<file path="config.mk">
export PLATFORM = sky130hd
export DESIGN_NAME = phase_acc_voice
export DESIGN_NICKNAME = d
export VERILOG_FILES = /design/src/rtl/pa_pkg.sv /design/src/rtl/pa_ctrl_reg.sv /design/src/rtl/pa_sync.sv /design/src/rtl/pa_accum.sv /design/src/rtl/phase_acc_voice.sv
export SDC_FILE = /design/constraint.sdc
export NUM_CORES = 1
export LEC_CHECK = 0
export ABC_AREA = 1
export BUFFER_PORTS_ARGS = -buffer_cell sky130_fd_sc_hd__buf_2
export CORE_MARGIN = 1
export CORE_UTILIZATION = 45
export DETAILED_ROUTE_END_ITERATION = 10
export GPL_TIMING_DRIVEN = 0
export PLACE_DENSITY = 0.69
export RECOVER_POWER = 50
export SETUP_SLACK_MARGIN = 0.05
export SLEW_MARGIN = 20
export SYNTH_ARGS = -nofsm -noshare
export SYNTH_HDL_FRONTEND = slang
export SYNTH_SLANG_ARGS = --single-unit
</file>
<file path="constraint.sdc">
create_clock -name clk -period 3.1 [get_ports clk]
set_clock_uncertainty 0.1 [all_clocks]
set_input_delay 0 -clock clk [delete_from_list [all_inputs] [get_ports clk]]
set_output_delay 0 -clock clk [all_outputs]
set_load 0.02 [all_outputs]
</file>
<file path="src/rtl/pa_pkg.sv">
package pa_pkg;

    localparam int ACC_W  = 24;
    localparam int FREQ_W = 16;
    localparam int CTRL_W = 8;
    localparam int TAP_POS = 19;

    // control byte field positions (the layout is fixed by the register map)
    localparam int CB_WAVE_LO = 4;
    localparam int CB_SAW     = 5;
    localparam int CB_TEST    = 3;
    localparam int CB_RING    = 2;
    localparam int CB_SYNC    = 1;

    typedef enum logic {
        ST_RUN  = 1'b0,
        ST_TEST = 1'b1
    } ctrl_state_e;

    typedef struct packed {
        logic [3:0] wave;
        logic       ring;
        logic       sync;
    } ctrl_fields_t;

endpackage

</file>
<file path="src/rtl/pa_ctrl_reg.sv">
module pa_ctrl_reg
    import pa_pkg::*;
#(
    parameter int P_ACC_W  = ACC_W,
    parameter int P_FREQ_W = FREQ_W,
    parameter int P_CTRL_W = CTRL_W
) (
    input  logic                clk,
    input  logic                rst_n,
    input  logic                ctrl_we,
    input  logic [P_CTRL_W-1:0] ctrl_in,
    input  logic                freq_we,
    input  logic [P_FREQ_W-1:0] freq_in,
    output logic [P_FREQ_W-1:0] freq_q,
    output logic                test_q,
    output logic                sync_q,
    output logic [3:0]          wave_q,
    output logic [P_ACC_W-1:0]  ring_mask
);

    ctrl_state_e  state_q;
    ctrl_state_e  state_nx;
    ctrl_fields_t fields_q;
    logic         unused_ctrl_bit;

    assign unused_ctrl_bit = ctrl_in[0];

    // state register
    always_ff @(posedge clk) begin
        if (!rst_n) begin
            state_q <= ST_RUN;
        end else begin
            state_q <= state_nx;
        end
    end

    // transitions: TEST_ENTER and TEST_LEAVE
    always_comb begin
        state_nx = state_q;
        unique case (state_q)
            ST_RUN: begin
                if (ctrl_we && ctrl_in[CB_TEST]) begin
                    state_nx = ST_TEST;
                end
            end
            ST_TEST: begin
                if (ctrl_we && !ctrl_in[CB_TEST]) begin
                    state_nx = ST_RUN;
                end
            end
            default: state_nx = ST_RUN;
        endcase
    end

    // outputs of the machine
    always_comb begin
        test_q = 1'b0;
        unique case (state_q)
            ST_RUN:  test_q = 1'b0;
            ST_TEST: test_q = 1'b1;
            default: test_q = 1'b0;
        endcase
    end

    // remaining control fields and frequency word
    always_ff @(posedge clk) begin
        if (!rst_n) begin
            fields_q <= '0;
            freq_q   <= '0;
        end else begin
            if (ctrl_we) begin
                fields_q.wave <= ctrl_in[CB_WAVE_LO +: 4];
                fields_q.ring <= ctrl_in[CB_RING];
                fields_q.sync <= ctrl_in[CB_SYNC];
            end
            if (freq_we) begin
                freq_q <= freq_in;
            end
        end
    end

    assign sync_q = fields_q.sync;
    assign wave_q = fields_q.wave;

    // sawtooth select sits inside the waveform nibble
    localparam int SAW_IN_WAVE = CB_SAW - CB_WAVE_LO;

    assign ring_mask = {fields_q.ring & ~fields_q.wave[SAW_IN_WAVE],
                        {(P_ACC_W-1){1'b0}}};

endmodule

</file>
<file path="src/rtl/pa_sync.sv">
module pa_sync (
    input  logic sync_en,
    input  logic src_msb_rise,
    input  logic src_resync,
    output logic sync_clr
);

    // a source that is being reset itself in the same cycle does not sync us
    assign sync_clr = sync_en & src_msb_rise & ~src_resync;

endmodule

</file>
<file path="src/rtl/pa_accum.sv">
module pa_accum
    import pa_pkg::*;
#(
    parameter int P_ACC_W  = ACC_W,
    parameter int P_FREQ_W = FREQ_W,
    parameter int P_TAP    = TAP_POS
) (
    input  logic                clk,
    input  logic                rst_n,
    input  logic                hold_zero,
    input  logic                sync_clr,
    input  logic [P_FREQ_W-1:0] freq,
    output logic [P_ACC_W-1:0]  acc_q,
    output logic                msb_rise,
    output logic                tap_rise
);

    localparam int N_WATCH = 2;
    localparam int PAD_W   = P_ACC_W - P_FREQ_W;

    logic [P_ACC_W-1:0] acc_nx;
    logic               clr;
    logic [N_WATCH-1:0] rise_q;

    assign clr = hold_zero | sync_clr;

    always_comb begin
        if (clr) begin
            acc_nx = '0;
        end else begin
            acc_nx = acc_q + {{PAD_W{1'b0}}, freq};
        end
    end

    // the phase survives reset; only test or sync clears it
    always_ff @(posedge clk) begin
        if (rst_n) begin
            acc_q <= acc_nx;
        end
    end

    // one edge detector per watched phase bit
    for (genvar g = 0; g < N_WATCH; g++) begin : g_watch
        localparam int POS = (g == 0) ? (P_ACC_W - 1) : P_TAP;
        always_ff @(posedge clk) begin
            if (!rst_n) begin
                rise_q[g] <= 1'b0;
            end else begin
                rise_q[g] <= ~clr & ~acc_q[POS] & acc_nx[POS];
            end
        end
    end

    assign msb_rise = rise_q[0];
    assign tap_rise = rise_q[1];

endmodule

</file>
<file path="src/rtl/phase_acc_voice.sv">
module phase_acc_voice
    import pa_pkg::*;
#(
    parameter int P_ACC_W  = ACC_W,
    parameter int P_FREQ_W = FREQ_W,
    parameter int P_CTRL_W = CTRL_W,
    parameter int P_TAP    = TAP_POS
) (
    input  logic                clk,
    input  logic                rst_n,
    input  logic                freq_we,
    input  logic [P_FREQ_W-1:0] freq_in,
    input  logic                ctrl_we,
    input  logic [P_CTRL_W-1:0] ctrl_in,
    input  logic                src_msb_rise,
    input  logic                src_resync,
    output logic [P_ACC_W-1:0]  acc_out,
    output logic                msb_rise,
    output logic                tap_rise,
    output logic [P_ACC_W-1:0]  ring_mask,
    output logic [3:0]          wave_sel
);

    logic [P_FREQ_W-1:0] freq_q;
    logic                test_q;
    logic                sync_q;
    logic                sync_clr;

    pa_ctrl_reg #(
        .P_ACC_W  (P_ACC_W),
        .P_FREQ_W (P_FREQ_W),
        .P_CTRL_W (P_CTRL_W)
    ) u_ctrl (
        .clk       (clk),
        .rst_n     (rst_n),
        .ctrl_we   (ctrl_we),
        .ctrl_in   (ctrl_in),
        .freq_we   (freq_we),
        .freq_in   (freq_in),
        .freq_q    (freq_q),
        .test_q    (test_q),
        .sync_q    (sync_q),
        .wave_q    (wave_sel),
        .ring_mask (ring_mask)
    );

    pa_sync u_sync (
        .sync_en      (sync_q),
        .src_msb_rise (src_msb_rise),
        .src_resync   (src_resync),
        .sync_clr     (sync_clr)
    );

    pa_accum #(
        .P_ACC_W  (P_ACC_W),
        .P_FREQ_W (P_FREQ_W),
        .P_TAP    (P_TAP)
    ) u_acc (
        .clk       (clk),
        .rst_n     (rst_n),
        .hold_zero (test_q),
        .sync_clr  (sync_clr),
        .freq      (freq_q),
        .acc_q     (acc_out),
        .msb_rise  (msb_rise),
        .tap_rise  (tap_rise)
    );

endmodule

</file>
==> run summary, run 1 <==
The clock slew at the register clock pins of the worst setup and hold paths is 0.10 ns. The stage delay of the slowest cell on the critical path came out at 0.43 ns. The count of antenna diodes in the layout came out at 0.

The number of ports placed on the die boundary came out at 84. The worst setup path is captured at a flop. The unique cell type count in the Yosys netlist is 27. The max-capacitance violation count is 1. The area of the multi-input gates came out at 0.00172 mm². The final number of max-transition violations was 32. The final worst setup slack is 0.739 ns.

The die is 88.9 µm wide. The area growth from synthesis to layout is 26.6%. Input and output buffers added on the ports amount to 59. Data arrives at the worst endpoint at 2.34 ns. The post-cts gate resize count came out at 0. At the end of the flow the core is filled with cells to 0.591. Prior to clock tree synthesis, the placed netlist has a worst setup slack of 0.764 ns. The path class of the lowest-slack min-delay path is in -> reg. The flip-flop and latch area is 0.00122 mm². In this run the number of H-tree levels came out at 2. The floorplan die area is 0.00791 mm². The portion of synthesized cell area occupied by the leading cell type is 0.212. The number of buffers added by the clock tree synthesis step is 5. The remaining number of nets flagged by the antenna check after routing came out at 0. The via count of the first global-routing pass came out at 3026. The fill cell instance count of the final layout is 733. The number of vias in the routed layout is 3346. The standard cell with the maximum stage delay on the critical path is sky130_fd_sc_hd__fa_1.

Yosys mapped a number of flops with a built-in enable equal to 24. The largest fanout of any net on the critical path came out at 4. The number of antenna violations at the first check in global routing is 0. The maximum operating frequency is 424 MHz. By startpoint and endpoint, the worst setup path is classified as reg -> reg.

Traced cell by cell, the critical path runs through ha_1 -> inv_1 -> fa_1 -> o21ai_0 -> nand3_1 -> nand2_1 -> nand2_1 -> nand2_1 -> nand3_1 -> nand2_1 -> nor2_1. The clock tree root buffer cell is sky130_fd_sc_hd__clkbuf_8. The routed design has 8.35 mm of wire. The floorplan step defined a core boundary enclosing 0.00729 mm². The largest net degree at the start of global routing is 32. The count of final setup violators is 0. In the routed layout, each cell is associated on average with a via count of 4.58. The DRC violations left came out at 0. The mapped netlist covers 0.00340 mm². The worst setup path is launched from a flop. The power density relative to cell area came out at 449 mW/mm². The number of setup buffers added after CTS came out at 0.

Setup repair after global routing left no endpoint under its margin. Summed over all nets, the half-perimeter wirelength after detailed placement is 6.25 mm. Global routing finished with a remaining overflow of 0.

The clock passes through at most 2 buffers. The clock sink count is 49. The sequential-to-total area share from yosys stat came out at 0.359. By count the netlist is led by sky130_fd_sc_hd__nand2_1, sky130_fd_sc_hd__inv_1, sky130_fd_sc_hd__nor2_1, sky130_fd_sc_hd__o21ai_0, sky130_fd_sc_hd__buf_4. The final reports fail on max-capacitance violations, max-slew violations. The height of the chip is 88.9 µm. In the synthesized netlist the async set-or-reset flop fraction comes to 0.

The count of synthesis-stage warnings from yosys came out at 0. The number of instances in the synthesized netlist came out at 509. The worst-case IR drop observed on VDD is 217 µV.

In the synthesized netlist the dominant register cell turns out to be sky130_fd_sc_hd__dfxtp_1. The first global-routing pass estimated 13.5 mm of wire. The clock period minus worst slack is 2.36 ns. The global routing usage summed across all routing layers came out at 0.225. sky130_fd_sc_hd__nand2_1 is the most common cell in the netlist. Summed over all cells, the static leakage comes to 0.00231 µW. In the final routed layout, each cell accounts on average for 11.4 µm. The number of nets in the layout came out at 678. For the final routed database, the setup TNS stands at 0 ns. The clock tree from TritonCTS is yes. The mean post-synth cell area came out at 6.68 µm². In the final layout, the share of cells above drive strength 1 is 0.131.

sky130_fd_sc_hd__edfxtp_1 takes more of the synthesized area than any other cell. The number of optimization iterations in the first detailed-route pass is 4. The slew of the pin with the lowest slew margin is 1.72 ns.

The share of the cycle needed by the critical path after routing is 0.762. In the post-synthesis netlist, the biggest area contributors are sky130_fd_sc_hd__edfxtp_1, sky130_fd_sc_hd__nand2_1, sky130_fd_sc_hd__dfxtp_1. The number of hold buffers added after CTS was 34. The required time reported for the critical path endpoint is 3.08 ns.

The starting density of the core came out at 0.466. For this block, the initial DRC count from the detailed router was 105. The placement row count is 31. Counting stages on the worst path, the most repeated cell is sky130_fd_sc_hd__nand2_1. The total count of hold-check failures in the final report came out at 0. The flow ran to the end, but the final reports show violations. The final RePlAce weighted congestion is 0.940. The register bit total from synthesis is 49. The worst slew margin relative to its limit came out at -0.145. The source-to-sink clock delay at the later pin of the worst-skew pair came out at 0.31 ns.
## state kept, by name, summed over array words and instances (netlist names), named ones only
| name | count |
|---|---|
| u_ctrl.wave_q | 4 |
| u_ctrl.sync_q | 1 |
| u_ctrl.fields_q | 1 |
| u_acc.msb_rise | 1 |
| u_acc.acc_q | 24 |
| u_ctrl.freq_q | 16 |
| u_acc.tap_rise | 1 |
## routing by layer
| layer | wire, µm | vias up | track usage |
|---|---|---|---|
| li1 | - | 1775 | - |
| met1 | 3830 | 1467 | 0.291 |
| met2 | 3870 | 91 | 0.392 |
| met3 | 522 | 13 | 0.0379 |
| met4 | 123 | 0 | 0.0606 |
| met5 | 0 | - | 0 |
## critical path, delay by kind of cell, from the launching register on
kind	cells	cell delay [ns]
compound gates	1	0.21
buf+inv	1	0.07
fa+ha+maj	2	0.67
simple gates	7	0.71
flops	1	0.36
## metrics by stage
| step | instances | cell area [µm²] | hold WS, ns | power [µW] |
|---|---|---|---|---|
| after floorplan | 531 | 3480 | 0.0125 | 1320 |
| after global placement | 689 | 3900 | 0.120 | 1490 |
| after detailed placement | 689 | 3900 | 0.126 | 1510 |
| after CTS | 731 | 4340 | 0.0379 | 1950 |
| after global routing | 731 | 4310 | 0.0802 | 2070 |
| final | 731 | 4310 | 0.0476 | 1930 |
## power breakdown
group	internal (µW)	total, µW	switching, µW
clock network	182	414	232
registers	768	812	44.9
logic	248	709	460
total	1200	1930	737
## final timing paths
path	from	end	slack (ns)	cells after the start
setup reg to reg	u_acc.acc_q[0]	u_acc.acc_q[20]	0.74	11
hold reg to reg	u_ctrl.fields_q[1]	u_ctrl.fields_q[1]	0.37	2
setup / recovery	u_acc.acc_q[0]	u_acc.acc_q[20]	0.74	11
hold / removal	ctrl_we	u_ctrl.fields_q[1]	0.05	3
## layout by cell type (no fill, tap or decap), types with 2 or more instances in the layout
cell type / count
sky130_fd_sc_hd__clkbuf_1: 30
sky130_fd_sc_hd__dlygate4sd3_1: 34
sky130_fd_sc_hd__o21ai_0: 32
sky130_fd_sc_hd__o21bai_1: 2
sky130_fd_sc_hd__and2_1: 2
sky130_fd_sc_hd__nand4_1: 7
sky130_fd_sc_hd__nor2_4: 4
sky130_fd_sc_hd__ha_1: 16
sky130_fd_sc_hd__edfxtp_1: 24
sky130_fd_sc_hd__dfxtp_1: 25
sky130_fd_sc_hd__a21oi_1: 22
sky130_fd_sc_hd__nor2_1: 83
sky130_fd_sc_hd__buf_2: 35
sky130_fd_sc_hd__inv_1: 84
sky130_fd_sc_hd__conb_1: 23
sky130_fd_sc_hd__nand2_1: 139
sky130_fd_sc_hd__nand3b_1: 2
sky130_fd_sc_hd__nor2_2: 2
sky130_fd_sc_hd__nand3_1: 18
sky130_fd_sc_hd__nand2_2: 6
sky130_fd_sc_hd__buf_4: 27
sky130_fd_sc_hd__clkbuf_8: 6
## kinds of logic (layout without fill, tap and decap cells)
family,count (synthesis),count (layout),synth area share
buffers and inverters,118,219,0.161
and+or+nand+nor,265,265,0.324
other,1,23,0.00110
adders and majority gates,17,17,0.0648
DFF,49,49,0.359
AOI/OAI and AO/OA,59,59,0.0905
## layout make-up
class / instances / share of cell area
timing repair buffer: 93 / 0.140
multi-input combinational: 364 / 0.398
sequential: 49 / 0.284
buffer: 33 / 0.0529
inverter: 85 / 0.0741
clock inverter: 2 / 0.00320
clock buffer: 6 / 0.0192
tap: 99 / 0.0288
Power figures use the tool's default switching activity.
==> run 2, diff against run 1 <==
clock period = 2.24 ns   (was 3.1 ns; I/O delays follow)
==> run summary, run 2 (synthesized netlist as in run 1, its figures left out) <==
Setup repair after global routing could not meet its margin everywhere. The final RePlAce weighted congestion is 0.940. The combinational cell fraction of total power came out at 0.368. The met1 global-route usage is 0.291.

The clock tree root buffer cell is sky130_fd_sc_hd__clkbuf_8. The floorplan die area came out at 0.00791 mm². The most utilized layer in the global route result is met2. The worst register-to-register path ends at u_acc.acc_q[20]. The net switching power figure is 1020 µW. The DRC violations left is 0. For this run, global-route usage on met2 was measured as 0.392. The floorplan step defined a core boundary enclosing 0.00729 mm².

The share of total power consumed by net switching came out at 0.380. The number of buffers on the longest clock path is 2. The power density relative to cell area is 620 mW/mm². On the critical path, the stage with the largest delay is an instance of sky130_fd_sc_hd__fa_2. The count of nets left with antenna violations once routing finished came out at 0. The final worst setup slack is 0.103 ns.

The placed wire-length estimate after detailed placement came out at 6.25 mm. The number of nets in the layout is 678. The library cells used most frequently in the layout, excluding fill and tap cells, are sky130_fd_sc_hd__nand2_1, sky130_fd_sc_hd__inv_1, sky130_fd_sc_hd__nor2_1, sky130_fd_sc_hd__buf_2, sky130_fd_sc_hd__dlygate4sd3_1. The maximum operating frequency is 468 MHz.

In this run the number of H-tree levels came out at 2. The routed wirelength normalized by instance count came out at 11.4 µm. The cell depth of the worst min-delay path is 3. The number of vias in the routed layout is 3358. The worst setup path is launched from a flop. Counting flops per register, the top entry is u_acc.acc_q. The tightest min-delay check is of the in -> reg type. The via count of the first global-routing pass is 3026. The fraction of power consumed by sequential logic is 0.420. The number of buffers added by the clock tree synthesis step is 5. The setup slack of the most critical reg-to-reg path came out at 0.10 ns. The number of antenna violations at the first check in global routing is 0. The clock slew at the register clock pins of the worst setup and hold paths is 0.10 ns. In this run the tightest slew margin relative to its limit is 0.530. The number of flip-flops in the largest register came out at 24. The leakage power of the design came out at 0.00231 µW.

Pin placement for this block handled 84 I/O pins. The stage delay of the slowest cell on the critical path is 0.37 ns. The setup path with the least slack is of type reg -> reg. Timing analysis after detailed placement gives a worst setup slack of -0.0962 ns. The slew of the pin with the lowest slew margin is 0.705 ns. STA classifies the critical path endpoint as a flop.

The floorplan has 31 rows. The source-to-sink clock delay at the later pin of the worst-skew pair is 0.31 ns. The worst hold slack across all endpoints came out at 0.0546 ns. In this run the worst path has a maximum fanout of 4. IR analysis of the VDD net gives a maximum drop of 303 µV.

The number of cell instances on the worst register-to-register path came out at 11. The flow ran to the end, and the final reports show no timing, DRC or antenna violations. The final number of max-transition violations came to 0. The library cell used most frequently in the layout, excluding fill and tap cells, is sky130_fd_sc_hd__nand2_1. The most critical setup path has its endpoint at u_acc.acc_q[20].

The most critical setup path has its startpoint at u_acc.acc_q[0]. Of the total power, the clock network draws 0.212. TritonCTS built the clock tree. The ratio of routed vias to standard cells came out at 4.59. The signal on the critical path passes through ha_2 -> inv_1 -> fa_2 -> o21ai_1 -> nand3_1 -> nand2_2 -> nand2_1 -> nand2_2 -> nand3_1 -> nand2_1 -> nor2_1.

The total count of hold-check failures in the final report was 0. The largest net degree at the start of global routing is 32. The number of setup buffers added after CTS is 0. The count of routing violations after the opening detailed-route iteration is 109. The leftover overflow at the end of global routing is 0. In the final layout, the share of cells above drive strength 1 is 0.141.

The clock period minus worst slack came out at 2.14 ns. Measured along the y axis, the die boundary spans 88.9 µm. The quantity of I/O buffers inserted on ports is 59. The worst endpoint data arrival time is 2.12 ns.

In the global route stage, met3 resource usage came out at 0.0379. After the flow finishes, the layout carries non-filler instances totaling 731. The global routing usage summed across all routing layers is 0.225. The final setup TNS is 0 ns.

The first-pass GRT wire length came out at 13.5 mm. The post-detailed-routing wire length came out at 8.33 mm. From left edge to right edge, the die measures 88.9 µm. Max-cap violations in this run came to 0. The cell total after placement is 689. The share of the cycle needed by the critical path after routing came out at 0.954. The initial utilization of the core area, before any placement, comes to 0.466. The area overhead of the layout relative to synthesis is 27.1%. The number of optimization iterations in the first detailed-route pass is 4. The required time reported for the critical path endpoint came out at 2.22 ns. The worst reg2reg path startpoint is u_acc.acc_q[0].

CTS saw 49 sinks. The internal power of the cells totals 1660 µW. Setup violations remaining at the end of the flow were counted as 0. The number of antenna diodes in the final layout is 0.
## run 2: what timing repair did
action | 4_1_cts | 5_1_grt
endpoints found under the hold margin | 23 | 0
endpoints found under the setup margin | 3 | 5
gates resized for setup | 4 | 2
gates cloned | 0 | 0
hold buffers | 34 | 0
## run 2: worst max-delay path: cells and delay by family, from the launching register on
family,cells,cell delay [ns]
AO/OA/AOI/OAI,1,0.16
adder cells (fa/ha/maj),2,0.60
buffers and inverters,1,0.07
flip-flops,1,0.36
AND/OR/NAND/NOR,7,0.60
## run 2: layer usage
layer	vias up	part of all wire
met5	-	0
li1	1775	-
met4	0	0.014
met2	96	0.46
met1	1475	0.46
met3	12	0.057
## run 2: worst min path at each step
| stage | start | to | slack, ns |
|---|---|---|---|
| after floorplan | rst_n | u_acc.acc_q[0] | 0.01 |
| after global placement | freq_in[15] | u_ctrl.freq_q[15] | 0.12 |
| after detailed placement | ctrl_in[7] | u_ctrl.wave_q[3] | 0.13 |
| after CTS | ctrl_we | u_ctrl.fields_q[1] | 0.04 |
| after global routing | ctrl_we | u_ctrl.fields_q[1] | 0.08 |
| final | ctrl_we | u_ctrl.fields_q[1] | 0.05 |
## run 2: metrics by stage
stage / area (µm²) / power (µW) / util
finish: 4320 / 2680 / 0.593
global route: 4320 / 2870 / 0.593
CTS: 4350 / 2700 / 0.596
detailed placement: 3900 / 2090 / 0.535
global placement: 3900 / 2070 / 0.535
floorplan: 3480 / 1830 / -
## run 2: final cells by class
type,count,area [µm²]
Sequential cell,49,1220
Clock buffer,6,82.6
Multi-Input combinational cell,364,1730
Inverter,85,319
Fill cell,736,2970
Clock inverter,2,13.8
Timing Repair Buffer,93,604
Buffer,33,228
Tap cell,99,124
## run 2: power groups by stage
stage	Sequential, µW	Clock [µW]	Combinational [µW]
after global placement	1140	0	926
after detailed placement	1140	0	941
final	1120	568	987
after global routing	1140	610	1120
after floorplan	1210	0	620
after CTS	1120	580	997
==> run 3, diff against run 2 <==
CORE_UTILIZATION = 49   (was 45)
PLACE_DENSITY = 0.74   (was 0.69)
==> run summary, run 3 (synthesized netlist as in run 1, its figures left out) <==
The repair_antennas step left the layout with diodes totalling 0. The final number of max-transition violations is 0. The number of ports placed on the die boundary came out at 84. The slowest stage of the critical path belongs to the cell sky130_fd_sc_hd__fa_2. The ratio of routed vias to standard cells is 4.73.

The critical path startpoint category is a flop. The largest fanout of any net on the critical path is 4. After routing the design area is 0.00436 mm².

The final RePlAce weighted congestion came out at 0.880. The number of flip-flops in the largest register is 24. The critical path depth in cells came out at 11. After clock tree synthesis, the clock-pin slew on the worst setup and hold paths is 0.09 ns. The worst hold path was traced through 3 stages. STA classifies the critical path endpoint as a flop. The via count of the first global-routing pass came out at 3275. The remaining number of nets flagged by the antenna check after routing is 0. The critical path class is reg -> reg. The count of final setup violators is 0. Dividing the final minimum period by the clock period gives 0.952.

The worst ir drop on vdd came out at 379 µV. The worst slew margin relative to its limit is 0.519. Counting the buffers created by CTS gives 5. The die outline width is 85.3 µm. The max-capacitance violation count came out at 0. The required time reported for the critical path endpoint came out at 2.21 ns.

In this run, the number of DRC markers left after iteration 0 of detailed routing was 181. Leaving out fill and tap cells, the most frequent cells in the layout are sky130_fd_sc_hd__nand2_1, sky130_fd_sc_hd__inv_1, sky130_fd_sc_hd__nor2_1, sky130_fd_sc_hd__buf_2, sky130_fd_sc_hd__dlygate4sd3_1. The most common cell after layout, fill and taps aside is sky130_fd_sc_hd__nand2_1.

The number of nets in the layout came out at 682. The number of optimization iterations in the first detailed-route pass is 5. During placement, the flow inserted port buffers numbering 59. After detailed routing, the number of remaining DRC violations is 0. The number of standard cells in the layout, taps in and fillers out came out at 713. The path class of the tightest hold or removal check is in -> reg.

The total count of hold-check failures in the final report came out at 0. Across every metal layer, demand over resource in global routing totals 0.255. The tree is rooted in a sky130_fd_sc_hd__clkbuf_8. The number of buffers on the longest clock path came out at 2. The clock period minus worst slack is 2.13 ns. Measured in cells, the most critical reg-to-reg path has a length of 11. The flow ran to the end, and the final reports show no timing, DRC or antenna violations. The first-pass GRT wire length is 14.6 mm. The largest net degree at the start of global routing came out at 32. The height of the chip is 85.3 µm. The count of H-tree levels built during CTS came out at 2. The number of antenna violations at the first check in global routing is 0. Based on the critical path, the design can be clocked at up to 469 MHz.

The dominant delay contributor by cell family on the critical path is adder cells. The floorplan has 29 rows. The number of vias in the routed layout is 3374. The starting density of the core is 0.521. The leakage power of the design is 0.00234 µW. Counting both buffers and inverters, the worst setup path holds a total of 1. At the later pin of the worst-skew pair, clock insertion delay measures 0.30 ns. For this run, the slowest stage of the critical path takes 0.43 ns. For this design the ratio of total power to cell area is 635 mW/mm². The worst endpoint data arrival time came out at 2.11 ns. Including well taps, the total number of placed cells is 667. The slew of the pin with the lowest slew margin came out at 0.721 ns.

The placeable core region came out at 0.00653 mm². Traced cell by cell, the critical path runs through ha_4 -> inv_1 -> fa_2 -> o21ai_2 -> nand3_2 -> nand2_2 -> nand2_1 -> nand2_2 -> nand3_1 -> nand2_1 -> nor2_1. The routed wirelength normalized by instance count came out at 12.2 µm. The floorplan die area is 0.00728 mm².

The area after detailed placement is 0.00387 mm². The fill cell instance count of the final layout is 620. Wires add up to 8.67 mm. The placed wire-length estimate after detailed placement came out at 6.22 mm.

The fraction of final layout cells sized beyond drive strength 1 came out at 0.148. Counting flops per register, the top entry is u_acc.acc_q. Setup repair after global routing could not meet its margin everywhere. TritonCTS built the clock tree. The total overflow left after global routing is 0. The area overhead of the layout relative to synthesis is 28.2%. The clock sink count is 49. The total power is 2770 µW.
==> run 3: final timing paths <==
check,startpoint,to,slack (ns)
hold reg to reg,u_ctrl.fields_q[1],u_ctrl.fields_q[1],0.36
setup / recovery,u_acc.acc_q[0],u_acc.acc_q[20],0.11
setup reg to reg,u_acc.acc_q[0],u_acc.acc_q[20],0.11
hold / removal,ctrl_we,u_ctrl.fields_q[1],0.04
==> run 3: final cells by class <==
class                      count  area [µm²]  area share
clock buffer                   7         108      0.0247
sequential                    49        1220       0.280
clock inverter                 1        6.26     0.00143
tap                           77        96.3      0.0221
buffer                        33         228      0.0522
inverter                      85         319      0.0732
multi-input combinational    364        1750       0.401
timing repair buffer          97         633       0.145
==> run 3: through the flow <==
step / setup TNS (ns) / utilization / setup slack, ns / hold slack [ns]
floorplan: 0 / - / 0.126 / 0.0125
global placement: -0.173 / 0.593 / -0.103 / 0.120
detailed placement: -0.324 / 0.593 / -0.170 / 0.127
CTS: 0 / 0.664 / 0.0713 / 0.0427
global route: 0 / 0.668 / 0.000184 / 0.0897
finish: 0 / 0.668 / 0.107 / 0.0414
==> run 3: where the power goes <==
part | total, µW | leakage (µW) | switching, µW | internal, µW
sequential | 1130 | 0.000449 | 66.0 | 1060
clock | 628 | 0.0000599 | 309 | 320
combinational | 1010 | 0.00183 | 656 | 358
total | 2770 | 0.00234 | 1030 | 1740
==> run 3: timing repair <==
action / in CTS / in global routing
hold buffers: 34 / 0
setup endpoints to repair: 5 / 6
pin swaps: 0 / 4
cloned: 0 / 0
resized for setup: 5 / 4
buffers inserted: 0 / 4
hold endpoints to repair: 23 / 0
==> run 3: metal layers <==
layer / share of wire / GRT usage
met1: 0.47 / 0.339
met4: 0.0088 / 0.0439
met2: 0.47 / 0.441
met5: 0 / 0
met3: 0.050 / 0.0438
==> run 3: worst register-to-register path: stages, from the launching register on <==
cell and delay, ns:
sky130_fd_sc_hd__edfxtp_1 0.41, sky130_fd_sc_hd__ha_4 0.17, sky130_fd_sc_hd__inv_1 0.06, sky130_fd_sc_hd__fa_2 0.43, sky130_fd_sc_hd__o21ai_2 0.17, sky130_fd_sc_hd__nand3_2 0.09, sky130_fd_sc_hd__nand2_2 0.10, sky130_fd_sc_hd__nand2_1 0.07
sky130_fd_sc_hd__nand2_2 0.11, sky130_fd_sc_hd__nand3_1 0.09, sky130_fd_sc_hd__nand2_1 0.07, sky130_fd_sc_hd__nor2_1 0.04
